--- src/rtl/branch_fold_unit.sv ---
module branch_fold_unit #(
  parameter int IW = 32
) (
  input  logic          clk,
  input  logic          rst_n,
  input  logic          in_valid,
  input  logic [IW-1:0] instr,
  input  logic          dir_taken,
  input  logic          dir_resolved,
  output logic [2:0]    br_class,
  output logic          fold,
  output logic          fall_thru,
  output logic          redirect,
  output logic          spec_redirect,
  output logic          need_dispatch
);
  localparam logic [5:0] OP_B   = 6'd18;
  localparam logic [5:0] OP_BC  = 6'd16;
  localparam logic [5:0] OP_X19 = 6'd19;
  localparam logic [9:0] XO_CTR = 10'd528;
  localparam logic [9:0] XO_LR  = 10'd16;

  logic [5:0] prim;
  logic [9:0] xop;
  logic       is_b, is_bc, is_bctr, is_blr, is_br;
  logic       link_wr, ctr_dec, writes_reg;
  logic [2:0] cls_d;

  assign prim    = instr[IW-1 -: 6];
  assign xop     = instr[10:1];
  assign is_b    = prim == OP_B;
  assign is_bc   = prim == OP_BC;
  assign is_bctr = prim == OP_X19 && xop == XO_CTR;
  assign is_blr  = prim == OP_X19 && xop == XO_LR;
  assign is_br   = in_valid && (is_b || is_bc || is_bctr || is_blr);

  assign link_wr    = instr[0];
  assign ctr_dec    = (is_bc || is_blr) && !instr[23];
  assign writes_reg = link_wr || ctr_dec;

  always_comb begin
    cls_d = 3'd0;
    if (in_valid) begin
      if (is_b)         cls_d = 3'd1;
      else if (is_bc)   cls_d = 3'd2;
      else if (is_bctr) cls_d = 3'd3;
      else if (is_blr)  cls_d = 3'd4;
    end
  end

  always_ff @(posedge clk) begin
    if (!rst_n) begin
      br_class      <= 3'd0;
      fold          <= 1'b0;
      fall_thru     <= 1'b0;
      redirect      <= 1'b0;
      spec_redirect <= 1'b0;
      need_dispatch <= 1'b0;
    end else begin
      br_class      <= cls_d;
      fold          <= is_br && dir_taken && !writes_reg;
      fall_thru     <= is_br && !dir_taken;
      redirect      <= is_br && dir_taken;
      spec_redirect <= is_br && dir_taken && !dir_resolved;
      need_dispatch <= is_br && writes_reg;
    end
  end


  fold_xor_disp_chk: assert property (@(posedge clk) disable iff (!rst_n)
    !(fold && need_dispatch));

  fold_vs_fall_chk: assert property (@(posedge clk) disable iff (!rst_n)
    $onehot0({fold, fall_thru}));

  fold_redirect_chk: assert property (@(posedge clk) disable iff (!rst_n)
    fold |-> redirect);

  spec_implies_redir_chk: assert property (@(posedge clk) disable iff (!rst_n)
    spec_redirect |-> redirect);

  idle_quiet_chk: assert property (@(posedge clk) disable iff (!rst_n)
    (br_class == 3'd0) |-> !(fold || fall_thru || redirect || need_dispatch));

  link_no_fold_chk: assert property (@(posedge clk) disable iff (!rst_n)
    (in_valid && instr[0]) |=> !fold);
endmodule

--- config.mk ---
export PLATFORM = sky130hd
export DESIGN_NAME = branch_fold_unit
export DESIGN_NICKNAME = d
export VERILOG_FILES = /design/src/rtl/branch_fold_unit.sv
export SDC_FILE = /design/constraint.sdc
export NUM_CORES = 1
export LEC_CHECK = 0
export ABC_AREA = 1
export BUFFER_PORTS_ARGS = -buffer_cell sky130_fd_sc_hd__buf_2
export CAP_MARGIN = 20
export CORE_MARGIN = 4
export CORE_UTILIZATION = 25
export CTS_CLUSTER_SIZE = 24
export DETAILED_ROUTE_END_ITERATION = 8
export HOLD_SLACK_MARGIN = 0.1
export PLACE_DENSITY = 0.66
export SLEW_MARGIN = 20
export SYNTH_ARGS = -nofsm -noshare
export SYNTH_HDL_FRONTEND = slang
export SYNTH_SLANG_ARGS = --single-unit
--- constraint.sdc ---
create_clock -name clk -period 0.9 [get_ports clk]
set_clock_uncertainty 0.05 [all_clocks]
set_input_delay 0.18 -clock clk [delete_from_list [all_inputs] [get_ports clk]]
set_output_delay 0.18 -clock clk [all_outputs]
set_load 0.02 [all_outputs]
==> flow_summary.toml <==
[run_status]
outcome = "complete, but fails checks"
violations = "negative setup slack"

[placement]
place_congestion = 0.7100
place_area_um2 = 591.8
port_buffers = 30
dpl.hpwl_um = 811.6
dp_cells = 108

[synthesis]
yosys-top-cells-area = "dfxtp_1 41%, inv_1 13%, nand2_1 13%, nor2_1 11%, nor2_2 4.8%"
ys_types = 11
syn_area_per_cell_um2 = 6.574
syn_area_um2 = 387.9
ys_warn_count = 0
synth_top_cell_area_share = 0.4129
ys_seq_elements = 8
syn_nets = 96
synth-seq-area-share = 0.4129
synth_largest_area_cell = "dfxtp_1"
syn_inst = 59

[routing]
num_vias = 488
dr.pass1.iters = 4
drt-initial-drc-count = 6
drc = 0
ant_nets = 0
wl_mm = 1.216
viasPerCell = 4.319
routedWlPerCell_um = 10.76

[critical_path]
crit_slowest_cell = "dfxtp_2"
start_kind = "flip-flop"
cp.required_ps = 670
cp.arrival_ps = 690
crit_chain = "buf_6"
critPathTopFamily = "flip-flops"
critPathCaptureType = "output pin"
critPathMaxFanout = 1
critical-path-max-stage-delay_ps = 320
cp_num_buf_inv = 1
path_class = "reg2out"

[clock_tree]
cts_root_buf = "clkbuf_4"
cts.path.max_buffers = 2
cts.clk_slew.worst_paths_ps = 60
h-tree-depth = 1
numCtsBuffers = 3
postCtsSetupBuffers = 0
cts_tree = "yes"
cts_sinks = 8

[finish]
n_antenna_cell = 0
area_growth_pct = 97.10
fin_area_um2 = 764.5
most-common-layout-cells = "19 x buf_2, 11 x inv_1, 11 x buf_6"
register_area_um2 = 170.2
stdcell_count = 113
multi_input_area_um2 = 235.2
drive_above_1_share = 0.6735
fillers = 127
final_common_cell = "buf_2"
nNetsFinal = 137

[global_route]
gr-usage-met2 = 0.1791
grt_pass1_vias = 448
met1_usage = 0.1267
grtUsageMet3 = 0.02682
antenna_found_initial = 0
grt_pass1_wl_mm = 1.718
top_usage_layer = "met2"
track_usage = 0.1071
grt_max_degree = 5
grt_overflow_total = 0

[timing]
fmax_ghz = 1.088
fin_hold_ws_ps = 131.5
setup_slack_ps = -19.15
slew_headroom = 0.8606
fin_crit_sh = 1.021
period_minus_slack_ps = 919.1
worst_pin_slew_ps = 208.3
final-hold-violation-count = 0
rsz0062_at_grt = "yes"
finalMaxSlewViolations = 0
setup_viol = 9

[hold_path]
hp-class = "in2reg"

[pwr]
vdd_drop_max_v = 0.0005421
p_leak_nw = 0.4265
power_density_nw_per_um2 = 998.0
p_total_mw = 0.7630

[flow_run]
max-cap-violations = 0

[die]
start_util = 0.2805
ios = 45
row_count = 13
die_w_um = 47.39
die_area_um2 = 2246
die_h_um = 47.39
core_area_um2 = 1383
[flip-flops by register name, indices dropped and copies added, names as in the netlist]
| name | count |
|---|---|
| redirect | 1 |
| fold | 1 |
| br_class | 3 |
| need_dispatch | 1 |
| spec_redirect | 1 |
| fall_thru | 1 |
[final timing paths]
path  depth (start not counted)      from  slack (ps)  endpoint
max                           1  redirect         -20  redirect
min                           4  instr[0]         130      fold
[cell type report]
cell class                      instances  area share
Clock buffer                            3     0.02946
Tap cell                               15     0.02455
Sequential cell                         8      0.2226
Timing Repair Buffer                   36      0.3519
Inverter                               13     0.06383
Multi-Input combinational cell         38      0.3077
[power by group]
part	switching (mW)	internal, mW
clock network	0.116	0.152
registers	0.000492	0.356
logic	0.0634	0.0754
total	0.180	0.583
[Yosys cell counts]
| master | count |
|---|---|
| nand3_1 | 3 |
| a21oi_1 | 3 |
| nor2_2 | 3 |
| nand2_2 | 2 |
| dfxtp_1 | 8 |
| nor2_1 | 11 |
| nand3_2 | 1 |
| nor2_4 | 1 |
| nand4_1 | 1 |
| inv_1 | 13 |
| nand2_1 | 13 |
[logic make-up (layout without fill, tap and decap cells)]
group	Yosys count	count (layout)	share of synthesized area
buffers and inverters	13	52	0.1258
DFF	8	8	0.4129
and+or+nand+nor	35	35	0.4226
AOI/OAI and AO/OA	3	3	0.03870
[what timing repair did]
| action | in CTS | in global routing |
|---|---|---|
| hold buffers | 2 | 0 |
| gates resized for setup | 24 | 20 |
| hold endpoints to repair | 2 | 0 |
| pin swaps | 0 | 8 |
| setup endpoints to repair | 8 | 15 |
[per-layer routing]
metal | part of all wire | vias up | wire length, um
met5 | 0 | - | 0
met3 | 0.044 | 0 | 54
met1 | 0.38 | 222 | 456
li1 | - | 253 | -
met2 | 0.58 | 13 | 704
met4 | 0 | 0 | 0
[metrics by stage]
step | utilization | setup WS, ps | setup TNS (ps)
floorplan | - | -12.85 | -12.85
global placement | 0.4281 | -173.4 | -1143
detailed placement | 0.4281 | -220.8 | -1319
CTS | 0.5023 | -17.19 | -108.7
global route | 0.5529 | -54.92 | -488.8
finish | 0.5529 | -19.15 | -69.01
No activity file was read; power rests on OpenSTA's default activity.
